### config.mk
export PLATFORM = sky130hd
export DESIGN_NAME = masked_assoc_mem
export DESIGN_NICKNAME = d
export VERILOG_FILES = /design/src/rtl/cam_pkg.sv /design/src/rtl/cam_store.sv /design/src/rtl/cam_match_cell.sv /design/src/rtl/cam_lowest_idx.sv /design/src/rtl/masked_assoc_mem.sv
export SDC_FILE = /design/constraint.sdc
export NUM_CORES = 1
export LEC_CHECK = 0
export ABC_AREA = 1
export ABC_CLOCK_PERIOD_IN_PS = 2200
export BUFFER_PORTS_ARGS = -buffer_cell sky130_fd_sc_hd__buf_2
export CAP_MARGIN = 20
export CORE_MARGIN = 2
export CORE_UTILIZATION = 55
export DETAILED_ROUTE_END_ITERATION = 6
export GPL_ROUTABILITY_DRIVEN = 0
export HOLD_SLACK_MARGIN = 0.08
export PLACE_DENSITY_LB_ADDON = 0.05
export SLEW_MARGIN = 10
export SYNTH_ARGS = -nofsm -noshare
export SYNTH_HDL_FRONTEND = slang
export SYNTH_SLANG_ARGS = --single-unit
### constraint.sdc
create_clock -name clk -period 2.2 [get_ports clk]
set_input_delay 0.22 -clock clk [delete_from_list [all_inputs] [get_ports clk]]
set_output_delay 0.22 -clock clk [all_outputs]
set_load 0.05 [all_outputs]
### src/rtl/cam_pkg.sv
// Shared types for the masked associative search memory.
package cam_pkg;
    // Compare mode applied to every entry during a search.
    typedef enum logic [1:0] {
        MODE_EQ  = 2'b00,
        MODE_GT  = 2'b01,
        MODE_LT  = 2'b10,
        MODE_RSV = 2'b11
    } cam_mode_e;
endpackage

### src/rtl/cam_store.sv
// Entry storage: holds WORDS data words plus one valid flag per entry.
// Assumes a single write port. An out-of-range address writes nothing.
// Reads are combinational and show the contents from before the current edge.
module cam_store #(
    parameter int WORDS = 8,
    parameter int WIDTH = 16,
    parameter int IDX_W = 3
) (
    input  logic                         clk,
    input  logic                         rst_n,
    input  logic                         wr_en,
    input  logic [IDX_W-1:0]             wr_addr,
    input  logic [WIDTH-1:0]             wr_data,
    input  logic                         wr_valid,
    output logic [WORDS-1:0][WIDTH-1:0]  words,
    output logic [WORDS-1:0]             valid
);
    for (genvar g = 0; g < WORDS; g++) begin : g_entry
        logic sel;
        assign sel = wr_en && (wr_addr == IDX_W'(g));

        // Load this entry and its flag when it is addressed; clear it on reset.
        always_ff @(posedge clk) begin
            if (!rst_n) begin
                words[g] <= '0;
                valid[g] <= 1'b0;
            end else if (sel) begin
                words[g] <= wr_data;
                valid[g] <= wr_valid;
            end
        end
    end
endmodule

### src/rtl/cam_match_cell.sv
// Compare logic for one entry. It masks both the entry and the argument, then
// applies the selected mode. The compare is unsigned. The reserved mode and
// an invalid entry never match.
module cam_match_cell
    import cam_pkg::*;
#(
    parameter int WIDTH = 16
) (
    input  logic [WIDTH-1:0] word,
    input  logic             valid,
    input  logic [WIDTH-1:0] arg,
    input  logic [WIDTH-1:0] mask,
    input  cam_mode_e        mode,
    output logic             match
);
    logic [WIDTH-1:0] w_m;
    logic [WIDTH-1:0] a_m;
    assign w_m = word & mask;
    assign a_m = arg & mask;

    // Pick the compare result for the active mode, gated by the valid flag.
    always_comb begin
        unique case (mode)
            MODE_EQ: match = valid && (w_m == a_m);
            MODE_GT: match = valid && (w_m >  a_m);
            MODE_LT: match = valid && (w_m <  a_m);
            default: match = 1'b0;
        endcase
    end
endmodule

### src/rtl/cam_lowest_idx.sv
// Priority encoder: returns the lowest set position of the input vector.
// Returns 0 when no bit is set. The caller separates that case using an OR.
module cam_lowest_idx #(
    parameter int WORDS = 8,
    parameter int IDX_W = 3
) (
    input  logic [WORDS-1:0] vec,
    output logic [IDX_W-1:0] idx
);
    // Scan from the top down so the lowest set bit is written last and wins.
    always_comb begin
        idx = '0;
        for (int i = WORDS - 1; i >= 0; i--) begin
            if (vec[i]) idx = IDX_W'(i);
        end
    end
endmodule

### src/rtl/masked_assoc_mem.sv
// Masked associative search memory, top level.
// It sends the search pattern to one compare cell per entry. It registers the
// match vector and the lowest matching index on the search strobe and holds
// them otherwise. A write in the same cycle does not affect the search,
// because the compare reads the stored contents from before that edge.
module masked_assoc_mem
    import cam_pkg::*;
#(
    parameter int WORDS = 8,
    parameter int WIDTH = 16,
    localparam int IDX_W = (WORDS > 1) ? $clog2(WORDS) : 1
) (
    input  logic             clk,
    input  logic             rst_n,
    input  logic             wr_en,
    input  logic [IDX_W-1:0] wr_addr,
    input  logic [WIDTH-1:0] wr_data,
    input  logic             wr_valid,
    input  logic             srch_en,
    input  logic [WIDTH-1:0] srch_arg,
    input  logic [WIDTH-1:0] srch_mask,
    input  logic [1:0]       srch_mode,
    output logic [WORDS-1:0] match_vec,
    output logic             hit,
    output logic [IDX_W-1:0] match_idx
);
    logic [WORDS-1:0][WIDTH-1:0] words;
    logic [WORDS-1:0]            valid_q;
    logic [WORDS-1:0]            match_d;
    logic [IDX_W-1:0]            idx_d;
    cam_mode_e                   mode;

    assign mode = cam_mode_e'(srch_mode);

    cam_store #(.WORDS(WORDS), .WIDTH(WIDTH), .IDX_W(IDX_W)) store_i (
        .clk      (clk),
        .rst_n    (rst_n),
        .wr_en    (wr_en),
        .wr_addr  (wr_addr),
        .wr_data  (wr_data),
        .wr_valid (wr_valid),
        .words    (words),
        .valid    (valid_q)
    );

    for (genvar g = 0; g < WORDS; g++) begin : g_cell
        cam_match_cell #(.WIDTH(WIDTH)) cell_i (
            .word  (words[g]),
            .valid (valid_q[g]),
            .arg   (srch_arg),
            .mask  (srch_mask),
            .mode  (mode),
            .match (match_d[g])
        );
    end

    cam_lowest_idx #(.WORDS(WORDS), .IDX_W(IDX_W)) enc_i (
        .vec (match_d),
        .idx (idx_d)
    );

    // Capture the search result on the strobe and hold it between searches.
    always_ff @(posedge clk) begin
        if (!rst_n) begin
            match_vec <= '0;
            match_idx <= '0;
        end else if (srch_en) begin
            match_vec <= match_d;
            match_idx <= idx_d;
        end
    end

    assign hit = |match_vec;
endmodule

==> results of run 1 <==
==> path summary, 6_finish.rpt <==
path                           from  slack [ps]                end  depth (start not counted)
setup / recovery  store_i.words[25]         -60       match_idx[2]                         14
hold reg to reg        match_idx[2]         470       match_idx[2]                          2
setup reg to reg  store_i.words[25]         -60       match_idx[2]                         14
hold / removal           wr_data[7]         120  store_i.words[87]                          3
==> through the flow <==
step	power, uW	hold WS [ps]	utilization, %	std cells
final	7020	119	69.0	1770
after floorplan	3510	413	-	1424
after global placement	3910	459	62.5	1731
after detailed placement	3930	460	62.5	1731
after global routing	7280	133	69.0	1770
after CTS	6900	116	66.2	1763
==> power by group through the flow <==
| stage | combinational (uW) | clock (uW) | sequential (uW) |
|---|---|---|---|
| after global placement | 1050 | 0 | 2860 |
| after floorplan | 628 | 0 | 2880 |
| after detailed placement | 1070 | 0 | 2860 |
| after CTS | 1080 | 3010 | 2800 |
| final | 1200 | 3010 | 2810 |
| after global routing | 1320 | 3140 | 2810 |
==> timing repair <==
item	CTS	global route
pin swaps	0	44
endpoints found under the hold margin	0	0
endpoints found under the setup margin	3	7
gates resized for setup	3	98
buffers inserted	0	6
==> critical path: stages (launching register included) <==
cell	delay [ps]
sky130_fd_sc_hd__dfxtp_1	330
sky130_fd_sc_hd__nand2_1	50
sky130_fd_sc_hd__inv_1	80
sky130_fd_sc_hd__ha_4	210
sky130_fd_sc_hd__a21oi_1	210
sky130_fd_sc_hd__o21ai_0	180
sky130_fd_sc_hd__a21oi_1	260
sky130_fd_sc_hd__nand2_2	100
sky130_fd_sc_hd__nand2_1	80
sky130_fd_sc_hd__o21ai_2	60
sky130_fd_sc_hd__o21ai_2	210
sky130_fd_sc_hd__nand2_2	100
sky130_fd_sc_hd__nor2_4	130
sky130_fd_sc_hd__nand2_1	60
sky130_fd_sc_hd__a21oi_1	130
==> area by class of cell <==
type	instances	area share, %
Antenna cell	1	0.0218
Clock buffer	20	3.98
Clock inverter	12	1.26
Inverter	174	5.69
Multi-Input combinational cell	1036	51.6
Sequential cell	147	25.7
Tap cell	220	2.40
Timing Repair Buffer	160	9.31
==> synthesized netlist by cell type <==
library cell and number:
sky130_fd_sc_hd__nand2_1 276, sky130_fd_sc_hd__o211a_1 5, sky130_fd_sc_hd__o21ai_2 2, sky130_fd_sc_hd__inv_2 11, sky130_fd_sc_hd__o21ai_1 38, sky130_fd_sc_hd__a21o_1 1
sky130_fd_sc_hd__ha_1 131, sky130_fd_sc_hd__o21a_1 1, sky130_fd_sc_hd__o21ai_0 130, sky130_fd_sc_hd__nor4_2 2, sky130_fd_sc_hd__buf_1 3, sky130_fd_sc_hd__a21boi_1 1
sky130_fd_sc_hd__nand2_2 3, sky130_fd_sc_hd__inv_1 163, sky130_fd_sc_hd__nand4_1 3, sky130_fd_sc_hd__nor3_1 2, sky130_fd_sc_hd__clkbuf_1 49, sky130_fd_sc_hd__dfxtp_1 147
sky130_fd_sc_hd__and3_1 4, sky130_fd_sc_hd__nor4_1 4, sky130_fd_sc_hd__nor2_1 326, sky130_fd_sc_hd__nor2_2 2, sky130_fd_sc_hd__a31oi_1 1, sky130_fd_sc_hd__nand3b_1 2
sky130_fd_sc_hd__o211ai_1 4, sky130_fd_sc_hd__nand3_1 23, sky130_fd_sc_hd__clkbuf_2 15, sky130_fd_sc_hd__a21oi_1 75
==> sequential cells by signal, summed over array words and instances, names as in the netlist <==
register       count
store_i.words    128
match_vec          8
store_i.valid      8
match_idx          3
==> routing by layer <==
layer | up-vias | global-route usage [%]
met3 | 62 | 5.67
met2 | 340 | 53.1
met1 | 4289 | 45.1
met4 | 0 | 10.8
li1 | 4751 | -
met5 | - | 0
==> cell families after synthesis <==
group	share of synthesized area [%]
and+or+nand+nor	26.9
AOI/OAI and AO/OA	14.3
buffers and inverters	9.85
DFF	31.4
adders and majority gates	17.5
==> qor.json, run 1 <==
{
  "clocking": {
    "cts_hold_repair_buffers": 0,
    "clock_latency_ps": 440,
    "tritoncts_clock_tree": "yes",
    "htreeDepth": 4,
    "clock_sink_count": 147,
    "cts-root-buf": "sky130_fd_sc_hd__clkbuf_16",
    "worst_setup_hold_path_clk_slew_ps": 70,
    "cts-root-to-sink-buffers": 2,
    "cts_made_buffers": 17
  },
  "synth": {
    "synth-seq-area-share_pct": 31.4,
    "synthDominantCellAreaShare_pct": 31.4,
    "yosys-top-cells-area": "sky130_fd_sc_hd__dfxtp_1, sky130_fd_sc_hd__ha_1, sky130_fd_sc_hd__nor2_1",
    "ys.warnings.count": 0,
    "yosysUniqueCellTypes": 28,
    "netlist_area_sq_mm": 0.00937,
    "synthesis.instances": 1424,
    "postSynthRegisterBits": 147,
    "synthDominantAreaCellType": "sky130_fd_sc_hd__dfxtp_1",
    "syn-num-nets": 1613,
    "post_synth.cell_area_avg_sq_um": 6.58
  },
  "cells_and_area": {
    "area_delta_synth_final_pct": 22.4,
    "mostFrequentLayoutCells": "sky130_fd_sc_hd__nor2_1, sky130_fd_sc_hd__nand2_1, sky130_fd_sc_hd__inv_1, sky130_fd_sc_hd__dfxtp_1, sky130_fd_sc_hd__o21ai_0",
    "multi_input_area_sq_mm": 0.00592,
    "sequential_cell_area_sq_mm": 0.00295,
    "final_design_area_no_fill_sq_mm": 0.0115,
    "fraction_of_final_layout_cells_with_drive_strength_greater_than_1_pct": 19.4,
    "layout.cells.most_common": "sky130_fd_sc_hd__nor2_1",
    "fillers": 1528,
    "nNetsFinal": 1725
  },
  "detailed_routing": {
    "route.layer.met1.wl_um": 13400,
    "firstDrtPassIters": 5,
    "drt_wl_total_um": 29900,
    "detail-route-antenna-nets": 0,
    "drt_drc_violations_left": 0,
    "wl_met2_um": 13600,
    "drtIter0Drc": 885,
    "via_count": 9442,
    "top_signal_layer_used": "met4",
    "drt-vias-per-instance": 5.33,
    "routed-wl-met3_um": 2140,
    "routed_len_inst_um": 16.9
  },
  "floorplan": {
    "die_area_sq_mm": 0.0181,
    "num_rows": 47,
    "die_h_um": 135,
    "io_pins": 70,
    "floorplan.initialDensity_pct": 56.3,
    "die_width_um": 135,
    "core_region_area_sq_mm": 0.0166
  },
  "power_and_ir_drop": {
    "worst_vdd_rail_ir_drop_v": 0.000645,
    "power.density_mw_per_mm2": 611,
    "power.internal_uw": 4940,
    "power.net_switching_uw": 2070,
    "sequentialPowerShare_pct": 40.0,
    "power.clock.fraction_pct": 42.8,
    "comb_power_share_pct": 17.1,
    "cellLeakagePower_uw": 0.00651,
    "netSwitchingFraction_pct": 29.5
  },
  "timing": {
    "slew_headroom_pct": 64.7,
    "setup_tns_ps": -114,
    "finalHoldViolCount": 0,
    "slew_viol_final": 0,
    "rsz_0062_raised_after_global_routing": "yes",
    "worst_slack_ps": -57.5,
    "timing.final.setup_violations": 2,
    "period_utilization_pct": 103,
    "max_slew.worst_pin.slew_ps": 529,
    "timing_limited_maximum_frequency_mhz": 443,
    "fin_skew_ps": 9.53,
    "finalWorstPathRequiredPeriod_ps": 2260
  },
  "status": {
    "violations": "setup timing",
    "status": "complete, but fails checks"
  },
  "critical_path": {
    "worst_ep_required_time_ps": 2570,
    "setup.worst_path.end_class": "flip-flop",
    "worstSetupStartpointType": "flip-flop",
    "worstPathArrival_ps": 2630,
    "timing.critical_path.fanout_max": 3,
    "crit_type": "reg -> reg"
  },
  "global_routing": {
    "total_routing_resource_utilization_after_global_routing_pct": 33.0,
    "grt_overflow": 0,
    "grt_start_max_net_pins": 51,
    "antenna_found_initial": 1,
    "number_of_global_route_vias_before_repair": 8849,
    "grt_pass1_wl_um": 46200
  },
  "placement": {
    "post_place_setup_slack_ps": -238,
    "place.port_buffers": 69,
    "dpl-instance-area_sq_mm": 0.0104,
    "hpwl_um": 20400
  },
  "job": {
    "max_cap_viol_count": 0
  },
  "hold_path": {
    "holdCritPathClass": "in -> reg"
  }
}
Power figures use the tool's default switching activity.
==> run 2, diff against run 1 <==
--- a/config.mk
+++ b/config.mk
@@ -5,7 +5,7 @@
 export SDC_FILE = /design/constraint.sdc
 export NUM_CORES = 1
 export LEC_CHECK = 0
-export ABC_AREA = 1
+export ABC_AREA = 0
 export ABC_CLOCK_PERIOD_IN_PS = 2200
 export BUFFER_PORTS_ARGS = -buffer_cell sky130_fd_sc_hd__buf_2
 export CAP_MARGIN = 20
@@ -15,7 +15,8 @@
 export GPL_ROUTABILITY_DRIVEN = 0
 export HOLD_SLACK_MARGIN = 0.08
 export PLACE_DENSITY_LB_ADDON = 0.05
-export SLEW_MARGIN = 10
+export SLEW_MARGIN = 20
 export SYNTH_ARGS = -nofsm -noshare
 export SYNTH_HDL_FRONTEND = slang
 export SYNTH_SLANG_ARGS = --single-unit
+export TNS_END_PERCENT = 1
==> qor.json, run 2 <==
{
  "hold_path": {
    "hold-path-cell-count": {"value": 3, "change": "unchanged"},
    "hold_start": "wr_data[9]",
    "hold-path-endpoint": "store_i.words[73]",
    "holdCritPathClass": "in -> reg"
  },
  "clocking": {
    "cts_hold_repair_buffers": {"value": 0, "change": "unchanged"},
    "worst_setup_hold_path_clk_slew": {"value": 70, "unit": "ps", "change": "about the same"},
    "clock_latency": {"value": 430, "unit": "ps", "change": "about the same"},
    "cts-root-buf": "sky130_fd_sc_hd__clkbuf_16",
    "clock_sink_count": {"value": 147, "change": "unchanged"},
    "htreeDepth": {"value": 4, "change": "unchanged"},
    "tritoncts_clock_tree": "yes",
    "cts_made_buffers": {"value": 17, "change": "unchanged"},
    "cts-root-to-sink-buffers": {"value": 2, "change": "unchanged"}
  },
  "detailed_routing": {
    "drt_wl_total": {"value": 31500, "unit": "um", "change": "+5.1%"},
    "top_signal_layer_used": "met4",
    "via_count": {"value": 9304, "change": "-1.5%"},
    "wl_met2": {"value": 14200, "unit": "um", "change": "+4.6%"},
    "routed-wl-met3": {"value": 2420, "unit": "um", "change": "+13%"},
    "routed_len_inst": {"value": 19.7, "unit": "um", "change": "+16%"},
    "firstDrtPassIters": {"value": 5, "change": "unchanged"},
    "drt_drc_violations_left": {"value": 0, "change": "unchanged"},
    "drt-vias-per-instance": {"value": 5.81, "change": "+8.9%"},
    "route.layer.met1.wl": {"value": 13700, "unit": "um", "change": "+2.5%"},
    "detail-route-antenna-nets": {"value": 0, "change": "unchanged"},
    "drtIter0Drc": {"value": 786, "change": "-11%"}
  },
  "cells_and_area": {
    "mostFrequentLayoutCells": "sky130_fd_sc_hd__nand2_1, sky130_fd_sc_hd__a21boi_0, sky130_fd_sc_hd__dfxtp_1, sky130_fd_sc_hd__buf_4, sky130_fd_sc_hd__ha_1",
    "fraction_of_final_layout_cells_with_drive_strength_greater_than_1": {"value": 25.2, "unit": "%", "change": "+5.7 points"},
    "top_register": "store_i.words",
    "nNetsFinal": {"value": 1551, "change": "-10%"},
    "largest_reg_flops": {"value": 128, "change": "unchanged"},
    "largest_registers_in_the_final_layout": "store_i.words x128, match_vec x8, store_i.valid x8",
    "layout.cells.most_common": "sky130_fd_sc_hd__nand2_1",
    "final_design_area_no_fill": {"value": 0.0121, "unit": "sq mm", "change": "+5.8%"},
    "area_delta_synth_final_pct": 27.3
  },
  "critical_path": {
    "setup.worst_path.end_class": "flip-flop",
    "worstPathArrival": {"value": 2990, "unit": "ps", "change": "+360 ps"},
    "timing.critical_path.fanout_max": {"value": 2, "change": "-1"},
    "worstReg2RegStart": "store_i.words[65]",
    "r2r_slack": {"value": -470, "unit": "ps", "change": "-410 ps"},
    "r2r_end": "match_idx[2]",
    "critPathBufInv": {"value": 0, "change": "-1"},
    "cp_cell_sequence": "and2_4, ha_1, nand4_1, or4_4, nor2b_4, o31a_1, o31a_1, nand2b_4, nor3_1, o31ai_2",
    "highest_delay_cell_along_the_critical_path": "sky130_fd_sc_hd__or4_4",
    "crit_path_frequent_cell": "sky130_fd_sc_hd__o31a_1",
    "critical_path.top_delay_family": "simple AND/OR/NAND/NOR gates",
    "cp_slowest_stage_delay": {"value": 580, "unit": "ps", "change": "+250 ps"},
    "crit_type": "reg -> reg",
    "critical_path.startpoint": "store_i.words[65]",
    "worst_reg_to_reg_cells": {"value": 10, "change": "-4"},
    "worstSetupStartpointType": "flip-flop",
    "worst_ep_required_time": {"value": 2520, "unit": "ps", "change": "-50 ps"}
  },
  "job": {
    "max_cap_viol_count": {"value": 0, "change": "unchanged"}
  },
  "synth": {
    "async_flop_share": {"value": 0, "unit": "%", "change": "unchanged"},
    "post_synth.cell_area_avg": {"value": 7.95, "unit": "sq um", "change": "+21%"},
    "postSynthRegisterBits": {"value": 147, "change": "unchanged"},
    "synthesis.instances": {"value": 1200, "change": "-16%"},
    "synthDominantAreaCellType": "sky130_fd_sc_hd__dfxtp_1",
    "synthDominantCellAreaShare": {"value": 30.8, "unit": "%", "change": "-0.55 points"},
    "synth-seq-area-share": {"value": 30.8, "unit": "%", "change": "-0.55 points"},
    "synth_most_common_cell": "sky130_fd_sc_hd__nand2_1",
    "synth-edff-count": {"value": 0, "change": "unchanged"},
    "postSynth.topFlopCell": "sky130_fd_sc_hd__dfxtp_1",
    "yosysUniqueCellTypes": {"value": 49, "change": "+75%"},
    "syn-num-nets": {"value": 1389, "change": "-14%"},
    "yosys-top-cells-area": "sky130_fd_sc_hd__dfxtp_1, sky130_fd_sc_hd__ha_1, sky130_fd_sc_hd__nand2_1",
    "netlist_area": {"value": 0.00954, "unit": "sq mm", "change": "+1.8%"},
    "ys.warnings.count": {"value": 0, "change": "unchanged"},
    "synth_top_cells_by_count": "sky130_fd_sc_hd__nand2_1, sky130_fd_sc_hd__dfxtp_1, sky130_fd_sc_hd__a21boi_0"
  },
  "timing": {
    "slew_viol_final": {"value": 0, "change": "unchanged"},
    "period_utilization": {"value": 121, "unit": "%", "change": "+19 points"},
    "worst_slack": {"value": -472, "unit": "ps", "change": "-414 ps"},
    "finalHoldViolCount": {"value": 0, "change": "unchanged"},
    "setup_tns": {"value": -3110, "unit": "ps", "change": "-3000 ps"},
    "max_slew.worst_pin.slew": {"value": 545, "unit": "ps", "change": "+16.2 ps"},
    "rsz_0062_raised_after_global_routing": "yes",
    "slew_headroom": {"value": 63.3, "unit": "%", "change": "-1.4 points"},
    "finalWorstPathRequiredPeriod": {"value": 2670, "unit": "ps", "change": "+414 ps"},
    "final.hold.worst_slack": {"value": 102, "unit": "ps", "change": "-16.7 ps"},
    "timing_limited_maximum_frequency": {"value": 374, "unit": "MHz", "change": "-16%"},
    "fin_skew": {"value": 6.39, "unit": "ps", "change": "-3.14 ps"},
    "timing.final.setup_violations": {"value": 11, "change": "+9"}
  },
  "status": {
    "status": "complete, but fails checks",
    "violations": "setup timing"
  },
  "floorplan": {
    "die_width": {"value": 136, "unit": "um", "change": "+0.86%"},
    "floorplan.initialDensity": {"value": 55.7, "unit": "%", "change": "-0.59 points"},
    "die_area": {"value": 0.0184, "unit": "sq mm", "change": "+1.7%"},
    "core_region_area": {"value": 0.0171, "unit": "sq mm", "change": "+2.8%"},
    "die_h": {"value": 136, "unit": "um", "change": "+0.86%"},
    "num_rows": {"value": 48, "change": "+2.1%"},
    "io_pins": {"value": 70, "change": "unchanged"}
  },
  "placement": {
    "dpl-instance-area": {"value": 0.0110, "unit": "sq mm", "change": "+5.7%"},
    "place.port_buffers": {"value": 69, "change": "unchanged"},
    "post_place_setup_slack": {"value": -631, "unit": "ps", "change": "-393 ps"},
    "hpwl": {"value": 22800, "unit": "um", "change": "+12%"}
  },
  "power_and_ir_drop": {
    "power.density": {"value": 549, "unit": "mW/mm^2", "change": "-10%"},
    "worst_vdd_rail_ir_drop": {"value": 0.000570, "unit": "V", "change": "-12%"},
    "cellLeakagePower": {"value": 0.00498, "unit": "uW", "change": "-24%"}
  },
  "global_routing": {
    "total_routing_resource_utilization_after_global_routing": {"value": 34.2, "unit": "%", "change": "+1.2 points"},
    "antenna_found_initial": {"value": 2, "change": "+1"},
    "grt_overflow": {"value": 0, "change": "unchanged"},
    "grt_start_max_net_pins": {"value": 54, "change": "+5.9%"},
    "grt_pass1_wl": {"value": 47100, "unit": "um", "change": "+2.0%"},
    "number_of_global_route_vias_before_repair": {"value": 8626, "change": "-2.5%"}
  }
}
[run 2: metal layers]
metal / vias to the layer above / track usage (%)
li1: 4470 / -
met1: 4424 / 45.4
met2: 331 / 53.8
met3: 79 / 7.22
met4: 0 / 14.3
met5: - / 0
[run 2: where the power goes]
part           total [uW]  internal (uW)  switching, uW  leakage [uW]
Combinational        1080            464            616       0.00351
Clock                2850           1590           1250      0.000273
Sequential           2740           2720           28.0       0.00120
Total                6670           4770           1900       0.00498
[run 2: repair_timing]
item	CTS	global route
gates resized for setup	49	59
gates cloned	0	0
endpoints found under the setup margin	11	11
pin swaps	31	31
setup buffers	0	1
[run 2: cell type report]
class,count,area (sq um)
antenna,2,5.00
sequential,147,2960
clock inverter,14,129
clock buffer,18,439
fill,1386,4970
tap,225,282
timing repair buffer,201,1380
inverter,15,56.3
multi-input combinational,980,6900
[run 2: cell families (layout without fill, tap and decap cells)]
group | Yosys count | in the layout | share of synthesized area, %
buf+inv | 73 | 248 | 3.11
mux | 7 | 7 | 0.735
simple gates | 586 | 586 | 29.1
fa+ha+maj | 131 | 131 | 17.2
other cells | 0 | 2 | 0
flops | 147 | 147 | 30.8
compound gates | 256 | 256 | 19.0
[run 2: how the worst max path moves through the flow]
stage | end | slack [ps] | cells after the start
after floorplan | match_idx[1] | -190 | 10
after global placement | match_idx[0] | -580 | 12
after detailed placement | match_idx[0] | -630 | 11
after CTS | match_idx[0] | -380 | 11
after global routing | match_idx[2] | -520 | 11
final | match_idx[2] | -470 | 10
[run 2: worst register-to-register path, cell delays in order, from the launching register on]
cell	delay, ps
sky130_fd_sc_hd__dfxtp_2	320
sky130_fd_sc_hd__and2_4	130
sky130_fd_sc_hd__ha_1	280
sky130_fd_sc_hd__nand4_1	200
sky130_fd_sc_hd__or4_4	580
sky130_fd_sc_hd__nor2b_4	140
sky130_fd_sc_hd__o31a_1	90
sky130_fd_sc_hd__o31a_1	320
sky130_fd_sc_hd__nand2b_4	160
sky130_fd_sc_hd__nor3_1	250
sky130_fd_sc_hd__o31ai_2	90
[run 2: per-stage QoR]
stage	utilization (%)	power (uW)	cells
after CTS	68.9	6610	1599
after detailed placement	64.2	3770	1567
after global routing	70.9	6880	1600
after global placement	64.2	3760	1567
final	71.0	6670	1602
after floorplan	-	3310	1200
